## config.mk

```make
export PLATFORM = sky130hd
export DESIGN_NAME = i2c_regslave
export DESIGN_NICKNAME = d
export VERILOG_FILES = /design/src/rtl/i2c_regslave.sv
export SDC_FILE = /design/constraint.sdc
export NUM_CORES = 1
export LEC_CHECK = 0
export BUFFER_PORTS_ARGS = -buffer_cell sky130_fd_sc_hd__buf_4
export CORE_UTILIZATION = 30
export DETAILED_ROUTE_END_ITERATION = 8
export HOLD_SLACK_MARGIN = 0.05
export MAX_ROUTING_LAYER = met4
export PLACE_DENSITY = 0.58
export SLEW_MARGIN = 10
export SYNTH_ARGS = -nofsm -noshare
export SYNTH_HDL_FRONTEND = slang
export SYNTH_SLANG_ARGS = --single-unit
```

## constraint.sdc

```tcl
create_clock -name clk -period 3.2 [get_ports clk]
set_clock_uncertainty 0.15 [all_clocks]
set_input_delay 0.8 -clock clk [delete_from_list [all_inputs] [get_ports clk]]
set_output_delay 0.8 -clock clk [all_outputs]
set_load 0.02 [all_outputs]
```

## src/rtl/i2c_regslave.sv

```systemverilog
module i2c_regslave #(
  parameter int AW = 4,
  parameter logic [6:0] DEV_ID = 7'b1101111
) (
  input  logic          clk,
  input  logic          rst_n,
  input  logic          scl_i,
  input  logic          sda_i,
  output logic          sda_oe,
  input  logic          pwr_busy,
  output logic [AW-1:0] reg_addr,
  output logic          reg_wr,
  output logic [7:0]    reg_wdata,
  output logic          reg_rd,
  input  logic [7:0]    reg_rdata
);

  localparam logic [2:0] S_IDLE = 3'd0, S_ID = 3'd1, S_ADDR = 3'd2, S_WDATA = 3'd3,
                         S_RDATA = 3'd4, S_ACK = 3'd5, S_MACK = 3'd6, S_WAIT = 3'd7;

  logic [2:0] scl_sy, sda_sy;
  logic scl_f, sda_f, scl_p, sda_p;

  always_ff @(posedge clk or negedge rst_n) begin
    if (!rst_n) begin
      scl_sy <= 3'b111;
      sda_sy <= 3'b111;
      scl_f  <= 1'b1;
      sda_f  <= 1'b1;
      scl_p  <= 1'b1;
      sda_p  <= 1'b1;
    end else begin
      scl_sy <= {scl_sy[1:0], scl_i};
      sda_sy <= {sda_sy[1:0], sda_i};
      if (scl_sy[2] == scl_sy[1]) scl_f <= scl_sy[2];
      if (sda_sy[2] == sda_sy[1]) sda_f <= sda_sy[2];
      scl_p <= scl_f;
      sda_p <= sda_f;
    end
  end

  logic scl_rise, scl_fall, start_c, stop_c, start_ok;
  assign scl_rise = scl_f & ~scl_p;
  assign scl_fall = ~scl_f & scl_p;
  assign start_c  = scl_f & scl_p & sda_p & ~sda_f;
  assign stop_c   = scl_f & scl_p & ~sda_p & sda_f;
  assign start_ok = start_c & ~pwr_busy;

  logic [2:0]    st, nxt, cnt;
  logic [6:0]    sh;
  logic [7:0]    tx, wdata;
  logic          ack_ph, mack, oe, wr_q;
  logic [AW-1:0] addr;
  logic [7:0]    rx_byte;

  assign rx_byte = {sh, sda_f};

  assign sda_oe    = oe;
  assign reg_addr  = addr;
  assign reg_wr    = wr_q;
  assign reg_wdata = wdata;
  assign reg_rd    = scl_fall & ((st == S_ACK && ack_ph && nxt == S_RDATA) ||
                                 (st == S_MACK && mack));

  always_ff @(posedge clk or negedge rst_n) begin
    if (!rst_n) begin
      st     <= S_IDLE;
      nxt    <= S_IDLE;
      cnt    <= '0;
      sh     <= '0;
      tx     <= '0;
      wdata  <= '0;
      ack_ph <= 1'b0;
      mack   <= 1'b0;
      oe     <= 1'b0;
      wr_q   <= 1'b0;
      addr   <= '0;
    end else begin
      wr_q <= 1'b0;
      if (wr_q) addr <= addr + 1'b1;
      if (start_ok) begin
        st     <= S_ID;
        cnt    <= '0;
        oe     <= 1'b0;
        ack_ph <= 1'b0;
      end else if (stop_c) begin
        st     <= S_IDLE;
        oe     <= 1'b0;
        ack_ph <= 1'b0;
      end else begin
        case (st)
          S_ID, S_ADDR, S_WDATA: begin
            if (scl_rise) begin
              sh  <= rx_byte[6:0];
              cnt <= cnt + 1'b1;
              if (cnt == 3'd7) begin
                if (st == S_ID) begin
                  if (rx_byte[7:1] == DEV_ID) begin
                    st  <= S_ACK;
                    nxt <= rx_byte[0] ? S_RDATA : S_ADDR;
                  end else begin
                    st <= S_WAIT;
                  end
                end else if (st == S_ADDR) begin
                  addr <= rx_byte[AW-1:0];
                  st   <= S_ACK;
                  nxt  <= S_WDATA;
                end else begin
                  wr_q  <= 1'b1;
                  wdata <= rx_byte;
                  st    <= S_ACK;
                  nxt   <= S_WDATA;
                end
              end
            end
          end
          S_ACK: begin
            if (scl_fall) begin
              if (!ack_ph) begin
                ack_ph <= 1'b1;
                oe     <= 1'b1;
              end else begin
                ack_ph <= 1'b0;
                cnt    <= '0;
                st     <= nxt;
                if (nxt == S_RDATA) begin
                  tx <= reg_rdata;
                  oe <= ~reg_rdata[7];
                end else begin
                  oe <= 1'b0;
                end
              end
            end
          end
          S_RDATA: begin
            if (scl_fall) begin
              if (cnt == 3'd7) begin
                oe   <= 1'b0;
                st   <= S_MACK;
                addr <= addr + 1'b1;
              end else begin
                tx  <= {tx[6:0], 1'b0};
                oe  <= ~tx[6];
                cnt <= cnt + 1'b1;
              end
            end
          end
          S_MACK: begin
            if (scl_rise) mack <= ~sda_f;
            if (scl_fall) begin
              if (mack) begin
                tx  <= reg_rdata;
                oe  <= ~reg_rdata[7];
                cnt <= '0;
                st  <= S_RDATA;
              end else begin
                st <= S_WAIT;
              end
            end
          end
          default: ;
        endcase
      end
    end
  end

endmodule

```

==> flow_summary.toml, run 1 <==
[synth]
synthAdderAreaFrac_pct = 2.31
synth-edff-count = 0
yosys_register_bits = 49
synthArstFlopShare_pct = 100
syn-num-nets = 234
muxShareOfSynthArea_pct = 15.5
syn_area_um2 = 2490
ys.flop_type = "dfrtp_1"
yosys_warnings = 0
avgSynthCellArea_um2 = 11.4
synth-simple-area-share_pct = 13.2
syn_inst = 218
synth_xor_area_share_pct = 2.11
synth_compound_area_share_pct = 13.3
synth_cell_types = 52
synth_top_family_by_area = "multiplexers"
seq_area_frac_synth_pct = 49.7

[timing]
worst_pin_slew_ps = 681
setup_viol = 0
layout_setup_ws_ps = 505
fin_setup_tns_ps = 0
drv_slew = 0
relSlewSlack_pct = 54.6
fin_crit_ps = 2690
fmax_mhz = 371
rsz0062_at_grt = "false"
hold_viol = 0
final.period_utilization_pct = 84.2

[drt]
drt-pass1-iter-count = 4
initialDrtViolationCount = 139
drc_errors = 0
vias = 1739
vias_per_cell = 5.08
routed_wl_um = 4920
routedWlPerCell_um = 14.4
ant_nets = 0

[grt]
grt_antenna_before_repair = 0
grt.overflow.total = 0
grt_max_degree = 50
first_global_vias = 1729
track_usage_pct = 13.1
grt_pass1_wl_um = 8840

[place]
placed_cells = 334
dp_hpwl_um = 3440
port_buffers = 27
gp_congestion = 0.818
place_ws_ps = 745

[worst_setup_path]
cp.required_ps = 2250
worstPathMaxFanout = 19
cp_slowest_stage_delay_ps = 720
reg2regPathDepth = 6
crit_type = "flip-flop to primary output"
worst_path_max_delay_cell = "dfrtp_1"
cp_cell_sequence = "nor2b_1 -> a21oi_1 -> nor2_1 -> buf_4"
worstPathArrival_ps = 1740
endpoint_kind = "primary output"
startpoint_type = "flip-flop"

[clock_tree]
cts-root-buf = "clkbuf_8"
cts_buffers = 5
cts_setup_buffers = 0
cts_num_sinks = 49
tritoncts = "yes"
clockBufferDepth = 2
ctsResizeCount = 0
ctsHoldBuffers = 0
clk_latency_ps = 300
path_clk_slew_ps = 90
htreeDepth = 2

[run_status]
status = "finished, final reports clean"

[floorplanning]
start_util_pct = 31.6
die_h_um = 93.1
die_x_um = 93.1
core.rowCount = 32
ios = 28
core_um2 = 7890
die_area_um2 = 8670

[power]
p_per_area_nw_per_um2 = 708
ir_worst_vdd_v = 0.000239
leakage_uw = 0.00125

[job]
cap_violations = 0

[finish]
diodes = 0
fin_nets = 255
drive_above_1_share_pct = 33.3
syn_to_final_growth_pct = 14.0
layout.cells.non_filler = 342
fin_util_pct = 36.0

[min_path]
hold_path_class = "flip-flop to flip-flop"
whs_path_depth = 0
==> placed cells by master, fill, tap and decap left out, types with 2 or more instances in the layout <==
| cell | Yosys | routed |
|---|---|---|
| dfrtp_1 | 39 | 39 |
| buf_4 | 4 | 28 |
| mux2_2 | 27 | 27 |
| nand2_1 | 13 | 13 |
| nor2_1 | 12 | 12 |
| a21oi_1 | 11 | 11 |
| dfstp_2 | 10 | 10 |
| o21ai_0 | 8 | 8 |
| mux2i_1 | 7 | 7 |
| nor3_1 | 7 | 7 |
| clkbuf_8 | 0 | 6 |
| nor2b_1 | 5 | 5 |
| o211ai_1 | 5 | 5 |
| xnor2_1 | 3 | 3 |
| nand2b_1 | 3 | 3 |
| o22ai_1 | 3 | 3 |
| nand3_1 | 3 | 3 |
| xor2_1 | 3 | 3 |
| a2bb2oi_1 | 3 | 3 |
| ha_1 | 3 | 3 |
| nand4b_1 | 2 | 2 |
| or3_1 | 2 | 2 |
| nor2_2 | 2 | 2 |
| nor3b_1 | 2 | 2 |
| and2_1 | 2 | 2 |
| a22oi_1 | 2 | 2 |
| inv_1 | 2 | 2 |
| a211oi_1 | 2 | 2 |
| maj3_1 | 2 | 2 |
| a21o_1 | 2 | 2 |
==> state kept, by name (all words and copies together), names as in the netlist <==
name and cells:
scl_sy 3, sda_oe 1, mack 1, nxt 3, st 3, sda_sy 3
reg_wdata 8, cnt 3, sda_p 1, scl_p 1, ack_ph 1, scl_f 1
reg_addr 4, reg_wr 1, sda_f 1, sh 7, tx 7
==> worst max-delay path, delay by kind of cell (launching register included) <==
family	cells	cell delay [ps]
flip-flops	1	720
AND/OR/NAND/NOR	2	470
AO/OA/AOI/OAI	1	110
buffers and inverters	1	150
==> cells in the mapped netlist (4+ instances only) <==
| library cell | number | share of area (%) |
|---|---|---|
| nor2b_1 | 5 | 1.3 |
| nor3_1 | 7 | 1.4 |
| mux2_2 | 27 | 12 |
| dfrtp_1 | 39 | 39 |
| nor2_1 | 12 | 1.8 |
| mux2i_1 | 7 | 2.8 |
| o21ai_0 | 8 | 1.6 |
| dfstp_2 | 10 | 11 |
| o211ai_1 | 5 | 1.5 |
| nand2_1 | 13 | 2.0 |
| a21oi_1 | 11 | 2.2 |
| buf_4 | 4 | 1.2 |
==> metrics by stage <==
stage	total power, uW	area, um2	hold WS, ps
floorplan	1480	2490	195
global placement	1630	2740	197
detailed placement	1640	2740	199
CTS	2040	2840	213
global route	2180	2840	215
finish	2010	2840	211
==> report_power, final <==
group	switching, uW	leakage, uW	internal, uW
sequential	226	0.000615	790
combinational	290	0.000582	316
clock	210	0.0000478	178
total	726	0.00125	1280
==> path summary, 6_finish.rpt <==
| check | from | endpoint | slack [ps] |
|---|---|---|---|
| max | st[0] | reg_rd | 510 |
| min | sda_sy[0] | sda_sy[1] | 210 |
| max reg2reg | cnt[0] | reg_wdata[5] | 760 |
| min reg2reg | sda_sy[0] | sda_sy[1] | 210 |
| max in group asynchronous | rst_n | reg_addr[1] | 2120 |
| min in group asynchronous | rst_n | tx[2] | 350 |
==> final cells by class <==
type	count	area, um2
sequential	49	1240
fill	784	5050
multi-input combinational	153	1150
tap	102	128
clock inverter	2	16.3
clock buffer	6	82.6
inverter	2	7.51
timing repair buffer	28	210
==> kinds of logic after synthesis <==
kind of cell,Yosys count
compound gates,47
xor+xnor,6
mux,35
buf+inv,16
fa+ha+maj,5
simple gates,60
flops,49
==> layer usage <==
layer / routed length (um) / vias to the layer above / track usage [%]
met1: 2450 / 858 / 19.0
li1: - / 837 / -
met4: 27 / 0 / 3.46
met5: 0 / - / -
met3: 220 / 2 / 2.93
met2: 2220 / 42 / 18.3
(Power assumes the default switching activity.)
==> run 2, diff against run 1 <==
==> constraint.sdc (replaced) <==
create_clock -name clk -period 2.6 [get_ports clk]
set_clock_uncertainty 0.15 [all_clocks]
set_input_delay 0.65 -clock clk [delete_from_list [all_inputs] [get_ports clk]]
set_output_delay 0.65 -clock clk [all_outputs]
set_load 0.02 [all_outputs]
==> run 2 against run 1 <==
  * Routed wire length increased by 3.4%
  * Setup slack got worse by 320 ps
  * Cell area increased by 2.7%
  * Critical path depth increased by 1
  * Clock power increased by 70%
  * Cell count increased by 1.5%
  * Sequential power increased by 16%
  * Largest power group unchanged
==> flow_summary.toml, run 2 (synthesis results as in run 1) <==
[run_status]
status = "finished, final reports clean"

[grt]
met2_usage_pct = 19.9
grt_pass1_wl_um = 8680
grtUsageMet1_pct = 17.9
first_global_vias = 1779
grt_max_degree = 50
track_usage_pct = 13.1
busiest_layer = "met2"
met3_usage_pct = 2.52
grt_antenna_before_repair = 0
grt.overflow.total = 0

[clock_tree]
cts_setup_buffers = 0
ctsHoldBuffers = 0
htreeDepth = 2
cts-root-buf = "clkbuf_8"
path_clk_slew_ps = 100
clockBufferDepth = 2
tritoncts = "yes"
clk_latency_ps = 310
cts_buffers = 5
ctsResizeCount = 0
cts_num_sinks = 49

[power]
finalPower_uw = 2710
ir_worst_vdd_v = 0.000309
p_per_area_nw_per_um2 = 931
leakage_uw = 0.00129

[place]
gp_congestion = 0.843
port_buffers = 27
placed_cells = 339
dp_hpwl_um = 3540

[worst_setup_path]
reg2reg_from = "cnt[0]"
reg2regPathDepth = 6
worstPathArrival_ps = 1620
path_depth = 5
startpoint = "nxt[1]"
crit_buf_inv = 1
cp_cell_sequence = "nor3b_1 -> and2_1 -> a21oi_1 -> nor2_1 -> buf_4"
ff2ff_setup_slack_ps = 310
startpoint_type = "flip-flop"
endpoint_kind = "primary output"
crit_type = "flip-flop to primary output"
cp_slowest_stage_delay_ps = 410
cp.required_ps = 1800
critical_path.top_delay_family = "simple AND/OR/NAND/NOR gates"
reg2reg_to = "reg_wdata[1]"
worst_path_max_delay_cell = "dfrtp_1"
worstPathMaxFanout = 3
crit_end = "reg_rd"

[timing]
final.period_utilization_pct = 92.9
fin_setup_tns_ps = 0
hold_ws_ps = 190
fmax_mhz = 414
worst_pin_slew_ps = 630
relSlewSlack_pct = 58.0
setup_viol = 0
hold_viol = 0
fin_crit_ps = 2420
drv_slew = 0
rsz0062_at_grt = "false"

[drt]
drt-pass1-iter-count = 4
initialDrtViolationCount = 158
routedWlPerCell_um = 14.7
routed_wl_um = 5090
drc_errors = 0
ant_nets = 0
vias_per_cell = 5.01
vias = 1737

[finish]
largest_register_ff_count = 8
layout_commonest_cell = "dfrtp_1"
diodes = 0
fin_util_pct = 36.9
fin_nets = 260
layout_common_cells = "39 x dfrtp_1, 33 x buf_4, 27 x mux2_2"
syn_to_final_growth_pct = 17.0
layout.cells.non_filler = 347
drive_above_1_share_pct = 34.7

[job]
cap_violations = 0

[floorplanning]
die_area_um2 = 8670
core_um2 = 7890
die_x_um = 93.1
die_h_um = 93.1
core.rowCount = 32
start_util_pct = 31.6
ios = 28

[min_path]
hold_path_class = "primary input to asynchronous set/reset pin"
==> run 2: power breakdown <==
group | internal, uW | switching (uW) | total (uW) | leakage [uW]
clock | 387 | 273 | 661 | 0.0000687
sequential | 974 | 208 | 1180 | 0.000615
combinational | 420 | 450 | 870 | 0.000609
total | 1780 | 931 | 2710 | 0.00129
==> run 2: final cells by class <==
class / count / area [um2]
repair buffers: 33 / 248
inverters: 2 / 7.51
multi-input cells: 153 / 1150
well taps: 102 / 128
clock inverters: 3 / 68.8
clock buffers: 5 / 68.8
flip-flops and latches: 49 / 1240
fillers: 795 / 4970
==> run 2: how the worst min path moves through the flow <==
| stage | end | cells after the start |
|---|---|---|
| 2_1_floorplan | ack_ph | 0 |
| 3_3_place_gp | sda_sy[1] | 0 |
| 3_5_place_dp | scl_sy[1] | 0 |
| 4_1_cts | scl_sy[1] | 0 |
| 5_1_grt | scl_sy[1] | 0 |
| 6_report | tx[3] | 1 |
==> run 2: metrics by stage <==
| step | area (um2) | setup slack [ps] |
|---|---|---|
| detailed placement | 2780 | 320 |
| floorplan | 2490 | 528 |
| global route | 2910 | 99.8 |
| finish | 2910 | 183 |
| global placement | 2780 | 354 |
| CTS | 2910 | 157 |
==> run 2: metal layers <==
metal	routed length, um	vias up
li1	-	845
met5	0	-
met4	48	0
met3	247	7
met2	2340	40
met1	2450	845
==> run 3, diff against run 2 <==
--- a/config.mk
+++ b/config.mk
@@ -11,6 +11,7 @@
 export HOLD_SLACK_MARGIN = 0.05
 export MAX_ROUTING_LAYER = met4
 export PLACE_DENSITY = 0.58
+export RECOVER_POWER = 25
 export SLEW_MARGIN = 10
 export SYNTH_ARGS = -nofsm -noshare
 export SYNTH_HDL_FRONTEND = slang
==> run 3 against run 2 <==
  * Sequential power about the same
  * Core utilization about the same
  * Total power decreased by 0.11%
  * Clock power about the same
  * Via count unchanged
  * Cell count unchanged
  * Combinational power about the same
  * Critical path depth unchanged
  * Highest routed layer unchanged
==> flow_summary.toml, run 3 (synthesis results as in run 1) <==
[run_status]
status = "finished, final reports clean"

[finish]
diodes = 0
layout_commonest_cell = "dfrtp_1"
layout.cells.non_filler = 347
fin_nets = 260
syn_to_final_growth_pct = 16.9
drive_above_1_share_pct = 33.9
largest_register_ff_count = 8
num-fill-cells = 794
layout_common_cells = "39 x dfrtp_1, 30 x buf_4, 27 x mux2_2"
fin_util_pct = 36.9

[worst_setup_path]
worstPathMaxFanout = 3
ff2ff_setup_slack_ps = 250
crit_type = "flip-flop to primary output"
startpoint_type = "flip-flop"
reg2regPathDepth = 4
worstPathArrival_ps = 1620
reg2reg_to = "reg_wdata[1]"
critical_path.top_delay_family = "simple AND/OR/NAND/NOR gates"
reg2reg_from = "scl_f"
cp_cell_sequence = "nor3b_1 -> and2_1 -> a21oi_1 -> nor2_1 -> buf_4"
endpoint_kind = "primary output"
cp_slowest_stage_delay_ps = 410
crit_buf_inv = 1
worst_path_max_delay_cell = "dfrtp_1"
cp.required_ps = 1800

[min_path]
hold_path_class = "flip-flop to flip-flop"
whs_path_depth = 0
hold_start = "scl_sy[0]"
whs_endpoint = "scl_sy[1]"

[timing]
worst_pin_slew_ps = 1230
fmax_mhz = 414
fin_crit_ps = 2420
relSlewSlack_pct = 18.1
rsz0062_at_grt = "false"
hold_viol = 0
fin_setup_tns_ps = 0
final.period_utilization_pct = 92.9
setup_viol = 0
drv_slew = 0

[drt]
vias = 1737
routed_wl_um = 5070
routedWlPerCell_um = 14.6
vias_per_cell = 5.01
ant_nets = 0
drc_errors = 0
drt-pass1-iter-count = 4
initialDrtViolationCount = 161

[floorplanning]
ios = 28
start_util_pct = 31.6
core_um2 = 7890
die_h_um = 93.1
die_area_um2 = 8670
die_x_um = 93.1
core.rowCount = 32

[power]
finalPower_uw = 2710
leakage_uw = 0.00129
ir_worst_vdd_v = 0.000309
p_per_area_nw_per_um2 = 930

[clock_tree]
cts_buffers = 5
cts_setup_buffers = 0
clockBufferDepth = 2
tritoncts = "yes"
cts-root-buf = "clkbuf_8"
cts_num_sinks = 49
path_clk_slew_ps = 100
ctsHoldBuffers = 0
htreeDepth = 2
clk_latency_ps = 310
ctsResizeCount = 0

[grt]
grt_antenna_before_repair = 0
grt_pass1_wl_um = 8680
grt.overflow.total = 0
grt_max_degree = 50
first_global_vias = 1779
track_usage_pct = 13.1

[place]
port_buffers = 27
gp_congestion = 0.843
placed_cells = 339
dp_hpwl_um = 3540

[job]
cap_violations = 0
## run 3: report_power, final
group          internal, uW  switching (uW)  total, uW
Combinational           420             449        868
Sequential              972             207       1180
Clock                   387             274        661
Total                  1780             930       2710
## run 3: metal layers
layer  global-route usage, %  routed length, um
met1                    17.9               2440
met2                    19.9               2330
met4                    3.85                 48
met3                    2.52                248
met5                       -                  0
## run 3: final cells by class
class | count | area [um2] | share of cell area [%]
multi-input combinational | 153 | 1150 | 39.7
clock inverter | 3 | 68.8 | 2.36
clock buffer | 5 | 68.8 | 2.36
timing repair buffer | 33 | 245 | 8.42
tap | 102 | 128 | 4.38
sequential | 49 | 1240 | 42.5
inverter | 2 | 7.51 | 0.258
## run 3: per-stage QoR
| step | hold slack [ps] | cell area, um2 | setup slack (ps) |
|---|---|---|---|
| after global routing | 214 | 2910 | 99.8 |
| after global placement | 195 | 2780 | 354 |
| after CTS | 211 | 2910 | 157 |
| final | 209 | 2910 | 184 |
| after floorplan | 195 | 2490 | 528 |
| after detailed placement | 197 | 2780 | 320 |
## run 3: worst max-delay path by stage
stage                start            to  slack [ps]  cells after the start
global placement    cnt[0]  reg_wdata[7]         350                      6
global route        nxt[1]        reg_rd         100                      5
CTS                 nxt[1]        reg_rd         160                      5
finish              nxt[1]        reg_rd         180                      5
detailed placement  cnt[0]  reg_wdata[2]         320                      6
floorplan           cnt[0]         st[0]         530                      8
## run 3: worst register-to-register path, delay by kind of cell (launching register included)
| family | cells | cell delay [ps] |
|---|---|---|
| multiplexers | 1 | 390 |
| AND/OR/NAND/NOR | 3 | 980 |
| flip-flops | 1 | 740 |
